### config.mk
export PLATFORM = sky130hd
export DESIGN_NAME = ts_capture_fifo
export DESIGN_NICKNAME = d
export VERILOG_FILES = /design/src/rtl/tsf_pkg.sv /design/src/rtl/tsf_event_builder.sv /design/src/rtl/tsf_store.sv /design/src/rtl/tsf_regs.sv /design/src/rtl/ts_capture_fifo.sv
export SDC_FILE = /design/constraint.sdc
export NUM_CORES = 2
export LEC_CHECK = 0
export ABC_CLOCK_PERIOD_IN_PS = 4800
export BUFFER_PORTS_ARGS = -buffer_cell sky130_fd_sc_hd__clkbuf_2
export CORE_MARGIN = 2
export CORE_UTILIZATION = 37
export CTS_CLUSTER_SIZE = 14
export DETAILED_ROUTE_END_ITERATION = 12
export RECOVER_POWER = 50
export SLEW_MARGIN = 10
export SYNTH_ARGS = -nofsm -noshare
export SYNTH_HDL_FRONTEND = slang
export SYNTH_HIERARCHICAL = 1
export SYNTH_SLANG_ARGS = --single-unit
### constraint.sdc
create_clock -name clk -period 4.8 [get_ports clk]
set_clock_uncertainty 0.1 [all_clocks]
set_input_delay 0.48 -clock clk [delete_from_list [all_inputs] [get_ports clk]]
set_output_delay 0.48 -clock clk [all_outputs]
set_load 0.005 [all_outputs]
### src/rtl/tsf_pkg.sv
package tsf_pkg;

    localparam int TSF_PORT_W  = 7;
    localparam int TSF_STAMP_W = 30;
    localparam int TSF_SUB_W   = 8;
    localparam int TSF_DATA_W  = 32;
    localparam int TSF_IDF_W   = TSF_STAMP_W + TSF_SUB_W;

    localparam int CB_VALID    = 0;
    localparam int CB_OVF      = 1;
    localparam int CB_TX       = 2;
    localparam int CB_NEXT     = 3;
    localparam int CB_PORT_LSB = 8;

    typedef struct packed {
        logic                   is_tx;
        logic [TSF_PORT_W-1:0]  port;
        logic [TSF_STAMP_W-1:0] stamp;
        logic [TSF_SUB_W-1:0]   sub;
    } tsf_entry_t;

    typedef struct packed {
        logic pair;
        logic single;
    } tsf_req_t;

    typedef enum logic [1:0] {
        TSF_REG_CTRL  = 2'd0,
        TSF_REG_STAMP = 2'd1,
        TSF_REG_SUB   = 2'd2,
        TSF_REG_SPARE = 2'd3
    } tsf_reg_e;

    function automatic tsf_entry_t tsf_stamp_entry(
        input logic                   is_tx,
        input logic [TSF_PORT_W-1:0]  port,
        input logic [TSF_STAMP_W-1:0] stamp,
        input logic [TSF_SUB_W-1:0]   sub
    );
        tsf_entry_t e;
        e.is_tx = is_tx;
        e.port  = port;
        e.stamp = stamp;
        e.sub   = sub;
        return e;
    endfunction

    function automatic tsf_entry_t tsf_id_entry(
        input logic [TSF_PORT_W-1:0] port,
        input logic [TSF_IDF_W-1:0]  id
    );
        tsf_entry_t e;
        e.is_tx = 1'b0;
        e.port  = port;
        e.stamp = id[TSF_IDF_W-1:TSF_SUB_W];
        e.sub   = id[TSF_SUB_W-1:0];
        return e;
    endfunction

    function automatic logic [TSF_DATA_W-1:0] tsf_ctrl_word(
        input logic                  valid,
        input logic                  ovf,
        input logic                  is_tx,
        input logic [TSF_PORT_W-1:0] port
    );
        logic [TSF_DATA_W-1:0] w;
        w                            = '0;
        w[CB_VALID]                  = valid;
        w[CB_OVF]                    = ovf;
        w[CB_TX]                     = is_tx;
        w[CB_PORT_LSB +: TSF_PORT_W] = port;
        return w;
    endfunction

endpackage

### src/rtl/tsf_event_builder.sv
module tsf_event_builder
    import tsf_pkg::*;
#(
    parameter int ID_W = 9
) (
    input  logic                   clk,
    input  logic                   rst,
    input  logic                   ev_valid,
    input  logic                   ev_tx,
    input  logic [TSF_PORT_W-1:0]  ev_port,
    input  logic [TSF_STAMP_W-1:0] ev_nsec,
    input  logic [TSF_SUB_W-1:0]   ev_sub,
    output tsf_req_t               req,
    output tsf_entry_t             first,
    output tsf_entry_t             second
);

    logic [ID_W-1:0] id_q;

    // identifier advances on every egress event, stored or dropped
    always_ff @(posedge clk) begin
        if (rst) begin
            id_q <= '0;
        end else if (ev_valid && ev_tx) begin
            id_q <= id_q + 1'b1;
        end
    end

    always_comb begin
        req.pair   = ev_valid & ev_tx;
        req.single = ev_valid & ~ev_tx;
        first      = tsf_stamp_entry(ev_tx, ev_port, ev_nsec, ev_sub);
        second     = tsf_id_entry(ev_port, TSF_IDF_W'(id_q));
    end

    initial begin
        assert (ID_W <= TSF_IDF_W)
            else $error("identifier does not fit the companion record");
    end

endmodule

### src/rtl/tsf_store.sv
module tsf_store
    import tsf_pkg::*;
#(
    parameter int DEPTH = 32,
    parameter int CNT_W = 6
) (
    input  logic             clk,
    input  logic             rst,
    input  tsf_req_t         req,
    input  tsf_entry_t       first,
    input  tsf_entry_t       second,
    input  logic             pop,
    output tsf_entry_t       head,
    output logic [CNT_W-1:0] count,
    output logic             drop
);

    localparam int PTR_W = (DEPTH > 1) ? $clog2(DEPTH) : 1;

    tsf_entry_t       mem [DEPTH];
    logic [PTR_W-1:0] wr_ptr, rd_ptr, wr_ptr1;
    logic [CNT_W-1:0] count_q, room;
    logic             take_pair, take_single, do_pop;

    function automatic logic [PTR_W-1:0] bump(input logic [PTR_W-1:0] p);
        return (p == PTR_W'(DEPTH - 1)) ? '0 : p + 1'b1;
    endfunction

    always_comb begin
        room        = CNT_W'(DEPTH) - count_q;
        take_pair   = req.pair   && (room >= CNT_W'(2));
        take_single = req.single && (room >= CNT_W'(1));
        drop        = (req.pair & ~take_pair) | (req.single & ~take_single);
        do_pop      = pop && (count_q != '0);
        wr_ptr1     = bump(wr_ptr);
        head        = mem[rd_ptr];
        count       = count_q;
    end

    always_ff @(posedge clk) begin
        if (rst) begin
            wr_ptr  <= '0;
            rd_ptr  <= '0;
            count_q <= '0;
            for (int i = 0; i < DEPTH; i++) begin
                mem[i] <= '0;
            end
        end else begin
            if (take_pair) begin
                mem[wr_ptr]  <= first;
                mem[wr_ptr1] <= second;
                wr_ptr       <= bump(wr_ptr1);
            end else if (take_single) begin
                mem[wr_ptr] <= first;
                wr_ptr      <= wr_ptr1;
            end
            if (do_pop) begin
                rd_ptr <= bump(rd_ptr);
            end
            count_q <= count_q + CNT_W'({take_pair, take_single}) - CNT_W'(do_pop);
        end
    end

    // occupancy never passes the capacity
    p_count_bound_r7: assert property (@(posedge clk) disable iff (rst)
        count_q <= CNT_W'(DEPTH));

    // a transmit record leaving always has its companion behind it
    p_pair_intact_r2: assert property (@(posedge clk) disable iff (rst)
        (do_pop && head.is_tx) |-> (count_q >= CNT_W'(2)));

    // a pop on an empty queue leaves it empty
    p_empty_pop_r6: assert property (@(posedge clk) disable iff (rst)
        (pop && count_q == '0 && !req.pair && !req.single) |=> (count_q == '0));

endmodule

### src/rtl/tsf_regs.sv
module tsf_regs
    import tsf_pkg::*;
(
    input  logic                  clk,
    input  logic                  rst,
    input  logic                  reg_wr,
    input  logic [1:0]            reg_addr,
    input  logic [TSF_DATA_W-1:0] reg_wdata,
    input  tsf_entry_t            head,
    input  logic                  nonempty,
    input  logic                  drop,
    output logic                  pop,
    output logic                  irq,
    output logic [TSF_DATA_W-1:0] rdata
);

    tsf_reg_e   addr_e;
    tsf_entry_t vis;
    logic       ctrl_wr, ovf_clr, ovf_q;
    logic       unused_wdata;

    always_comb begin
        addr_e  = tsf_reg_e'(reg_addr);
        ctrl_wr = reg_wr && (addr_e == TSF_REG_CTRL);
        pop     = ctrl_wr && reg_wdata[CB_NEXT];
        ovf_clr = ctrl_wr && reg_wdata[CB_OVF];
        vis     = nonempty ? head : '0;
        irq     = nonempty;
        unique case (addr_e)
            TSF_REG_CTRL:  rdata = tsf_ctrl_word(nonempty, ovf_q, vis.is_tx, vis.port);
            TSF_REG_STAMP: rdata = TSF_DATA_W'(vis.stamp);
            TSF_REG_SUB:   rdata = TSF_DATA_W'(vis.sub);
            default:       rdata = '0;
        endcase
    end

    assign unused_wdata = ^{reg_wdata[31:4], reg_wdata[2], reg_wdata[0]};

    // a drop in the same cycle as a clear keeps the flag set
    always_ff @(posedge clk) begin
        if (rst) begin
            ovf_q <= 1'b0;
        end else if (drop) begin
            ovf_q <= 1'b1;
        end else if (ovf_clr) begin
            ovf_q <= 1'b0;
        end
    end

    // flag holds until an explicit clear
    p_ovf_sticky_r8: assert property (@(posedge clk) disable iff (rst)
        (ovf_q && !ovf_clr) |=> ovf_q);

    // every dropped event is recorded
    p_ovf_set_r8: assert property (@(posedge clk) disable iff (rst)
        drop |=> ovf_q);

endmodule

### src/rtl/ts_capture_fifo.sv
module ts_capture_fifo
    import tsf_pkg::*;
#(
    parameter int PAIRS = 16,
    parameter int ID_W  = 9
) (
    input  logic                   clk,
    input  logic                   rst,
    input  logic                   ev_valid,
    input  logic                   ev_tx,
    input  logic [TSF_PORT_W-1:0]  ev_port,
    input  logic [TSF_STAMP_W-1:0] ev_nsec,
    input  logic [TSF_SUB_W-1:0]   ev_sub,
    input  logic                   reg_wr,
    input  logic [1:0]             reg_addr,
    input  logic [TSF_DATA_W-1:0]  reg_wdata,
    output logic [TSF_DATA_W-1:0]  reg_rdata,
    output logic                   irq
);

    localparam int DEPTH = 2 * PAIRS;
    localparam int CNT_W = $clog2(DEPTH + 1);

    tsf_req_t         req;
    tsf_entry_t       first, second, head;
    logic [CNT_W-1:0] count;
    logic             drop, pop, nonempty;

    assign nonempty = (count != '0);

    tsf_event_builder #(.ID_W(ID_W)) u_build (
        .clk      (clk),
        .rst      (rst),
        .ev_valid (ev_valid),
        .ev_tx    (ev_tx),
        .ev_port  (ev_port),
        .ev_nsec  (ev_nsec),
        .ev_sub   (ev_sub),
        .req      (req),
        .first    (first),
        .second   (second)
    );

    tsf_store #(.DEPTH(DEPTH), .CNT_W(CNT_W)) u_store (
        .clk    (clk),
        .rst    (rst),
        .req    (req),
        .first  (first),
        .second (second),
        .pop    (pop),
        .head   (head),
        .count  (count),
        .drop   (drop)
    );

    tsf_regs u_regs (
        .clk       (clk),
        .rst       (rst),
        .reg_wr    (reg_wr),
        .reg_addr  (reg_addr),
        .reg_wdata (reg_wdata),
        .head      (head),
        .nonempty  (nonempty),
        .drop      (drop),
        .pop       (pop),
        .irq       (irq),
        .rdata     (reg_rdata)
    );

    // interrupt tracks the occupancy held in the store
    p_irq_match_r9: assert property (@(posedge clk) disable iff (rst)
        irq == (count != '0));

endmodule

==> run metrics <==
# rows 167; final worst-path cycle share 99.9%; Clock power frac 39.6%; vias in the first global route 52700; gr ovfl total 0; async set-reset flop share out of synthesis 0%; Worst Tran Pin Value 1.92 ns; Area Overhead vs Synth 10.1%; Final Slew Violations 158; crit path launch type register; EDFF count, synth 1472; DR vias 52900; Routed WL per cell 36.7 microns; area share of the largest cell type after synthesis 57.3%; final wirelength 281000 microns; Synth Area per Inst 15.3 sq um; sequential-to-total area share from yosys stat 58.1%; violated checks max-capacitance violations, max-slew violations; CTS tree yes; Cell Pwr Density 376 nW/um^2; CTS sink count 1503; total of max-cap violations 4; Worst Path Arrival 5.22 ns; Starting Density 37.2%; unrepaired setup endpoints after global routing true; Die Y 461 microns; Peak VDD IR 0.408 mV; share of cells above drive strength 1 24.0%; final hold vios 0; fmax 0.208 GHz; worst skew pair latency 0.84 ns; DP Worst Slack 0.431 ns; #FFs+latches synth 1503; placed insts 7350; Lkg Pwr 25.8 nW; gr usage total 26.1%; register share of total power 47.6%; Psw 8.62 mW; drt drc 0; CTS Buf Count 166; largest net degree at the start of global routing 137; final worst path period need 4.80 ns; Switching Fraction 26.9%; Setup violations, final 0; hpwl dp 156000 microns; post-route ant nets 0; Nets 4844; final RePlAce weighted congestion 0.838; Worst Setup End Kind register; Critical Path RT 5.23 ns; final instance area 85000 sq um; IO Pins 117; PortBufs 84; Final Non-Filler Cells 7659; H-tree levels 4; internal power 23.4 mW; critical path type register to register; DRT iter0 DRCs 8272; Core Region 207000 sq um; Initial DRT Pass Iterations 6; antenna violations before repair 6; relative slew slack -28.2%; Top FF cell, synth edfxtp_1; Syn Inst Count 5036; YS warnings 6; critical-path maximum fanout 24; synth top area cells edfxtp_1, mux4_2, o2bb2ai_1; clock buffer depth 3; Worst-path clk slew 0.06 ns; Die W 461 microns; Gate power share 12.8%; post-synthesis cell area 77200 sq um; CTS root buffer clkbuf_16; Via density 6.91; Hold Path Class input port to register; Post-Place Cell Area 80400 sq um; Synth area leader edfxtp_1; status finished with violations; final setup margin 0.00342 ns; die footprint 212000 sq um; Synth cell types 80; first-pass GRT wire length 396000 microns; Hold Slack 0.0723 ns
per-layer routing:
| layer | GRT usage [%] | vias to the layer above | wire length [microns] |
|---|---|---|---|
| met4 | 13.6 | 4 | 15900 |
| met1 | 34.0 | 27300 | 102000 |
| li1 | - | 20600 | - |
| met2 | 40.2 | 4204 | 129000 |
| met5 | 0 | - | 27 |
| met3 | 6.52 | 798 | 34900 |
per-stage QoR:
step | setup TNS (ns) | total power, mW | util, %
after CTS | 0 | 32.0 | 41.3
final | 0 | 32.0 | 41.0
after detailed placement | 0 | 19.5 | 38.8
after global routing | -0.0726 | 32.8 | 41.0
after global placement | 0 | 19.5 | 38.8
after floorplan | 0 | 17.9 | -
registers in the layout, summed over array words and instances, names as in the netlist, named ones only:
name            cells
u_store/count       6
u_store/rd_ptr      5
u_store/mem      1472
u_store/wr_ptr      5
u_build/id_q        9
u_regs/ovf_q        1
synth_stat cells, types with 13 or more instances:
| cell | number |
|---|---|
| nand2_1 | 344 |
| o21ai_0 | 41 |
| o21ai_1 | 55 |
| a21oi_1 | 21 |
| and2_1 | 13 |
| a32o_1 | 545 |
| a211o_1 | 32 |
| mux4_2 | 460 |
| buf_6 | 30 |
| buf_4 | 104 |
| o2bb2ai_1 | 828 |
| buf_1 | 79 |
| edfxtp_1 | 1472 |
| ha_1 | 26 |
| mux2_2 | 48 |
| inv_1 | 30 |
| nor2_1 | 66 |
| dfxtp_1 | 31 |
| clkbuf_1 | 417 |
| a22o_1 | 13 |
| buf_2 | 200 |
area by class of cell:
| class | count | area [sq um] |
|---|---|---|
| antenna | 3 | 7.51 |
| clock buffer | 222 | 4500 |
| clock inverter | 81 | 793 |
| fill | 18900 | 122000 |
| inverter | 33 | 124 |
| multi-input combinational | 2700 | 28500 |
| sequential | 1503 | 44800 |
| tap | 2788 | 3490 |
| timing repair buffer | 329 | 2710 |
power by group through the flow:
stage               registers, mW  logic (mW)  clock network [mW]
finish                       15.2        4.09                12.7
global route                 15.3        4.19                13.3
global placement             15.5        3.98                   0
detailed placement           15.5        4.01                   0
CTS                          15.2        4.02                12.8
floorplan                    15.4        2.47                   0
layout by cell type, fill, tap and decap left out, types with 45 or more instances in the layout:
master	instances
buf_12	46
mux2_2	48
a32o_1	545
clkbuf_2	116
mux4_2	460
o21ai_0	71
clkbuf_1	60
clkbuf_16	169
buf_4	125
edfxtp_1	1472
o2bb2ai_1	828
nand2_1	345
nor2_1	45
path summary, 6_finish.rpt:
kind | start | endpoint | slack [ns] | depth (start not counted)
setup / recovery | u_store/wr_ptr[0] | u_store/mem[31][31] | 0.003 | 11
hold / removal | ev_tx | u_build/id_q[1] | 0.07 | 4
setup reg to reg | u_store/wr_ptr[0] | u_store/mem[31][31] | 0.003 | 11
hold reg to reg | u_store/rd_ptr[4] | register | 0.38 | 2
cell families (layout without fill, tap and decap cells):
family                   after synthesis  count (layout)  synth area share (%)
AO/OA/AOI/OAI                       1606            1606                  18.9
XOR/XNOR                              10              10                 0.113
adder cells (fa/ha/maj)               27              27                 0.447
buffers and inverters                863             665                  5.32
flip-flops                          1503            1503                  58.1
multiplexers                         516             516                  14.2
other                                  2              35               0.00973
AND/OR/NAND/NOR                      509             509                  2.92
what timing repair did:
action / in CTS / in global routing
endpoints found under the setup margin: 0 / 2
hold buffers: 3 / 0
endpoints found under the hold margin: 3 / 0
gates resized for setup: 0 / 0
buffers inserted: 0 / 0
worst max-delay path, cell delays in order, from the launching register on:
cell and delay [ns]:
dfxtp_1 0.46, ha_1 0.48, inv_1 0.19, nor2_1 0.16, ha_1 0.38, o311a_1 0.51
buf_4 0.31, nand3_1 0.10, clkbuf_1 0.33, nand2_1 0.63, buf_4 0.57, o21ai_0 0.22
No activity file was read; power rests on OpenSTA's default activity.
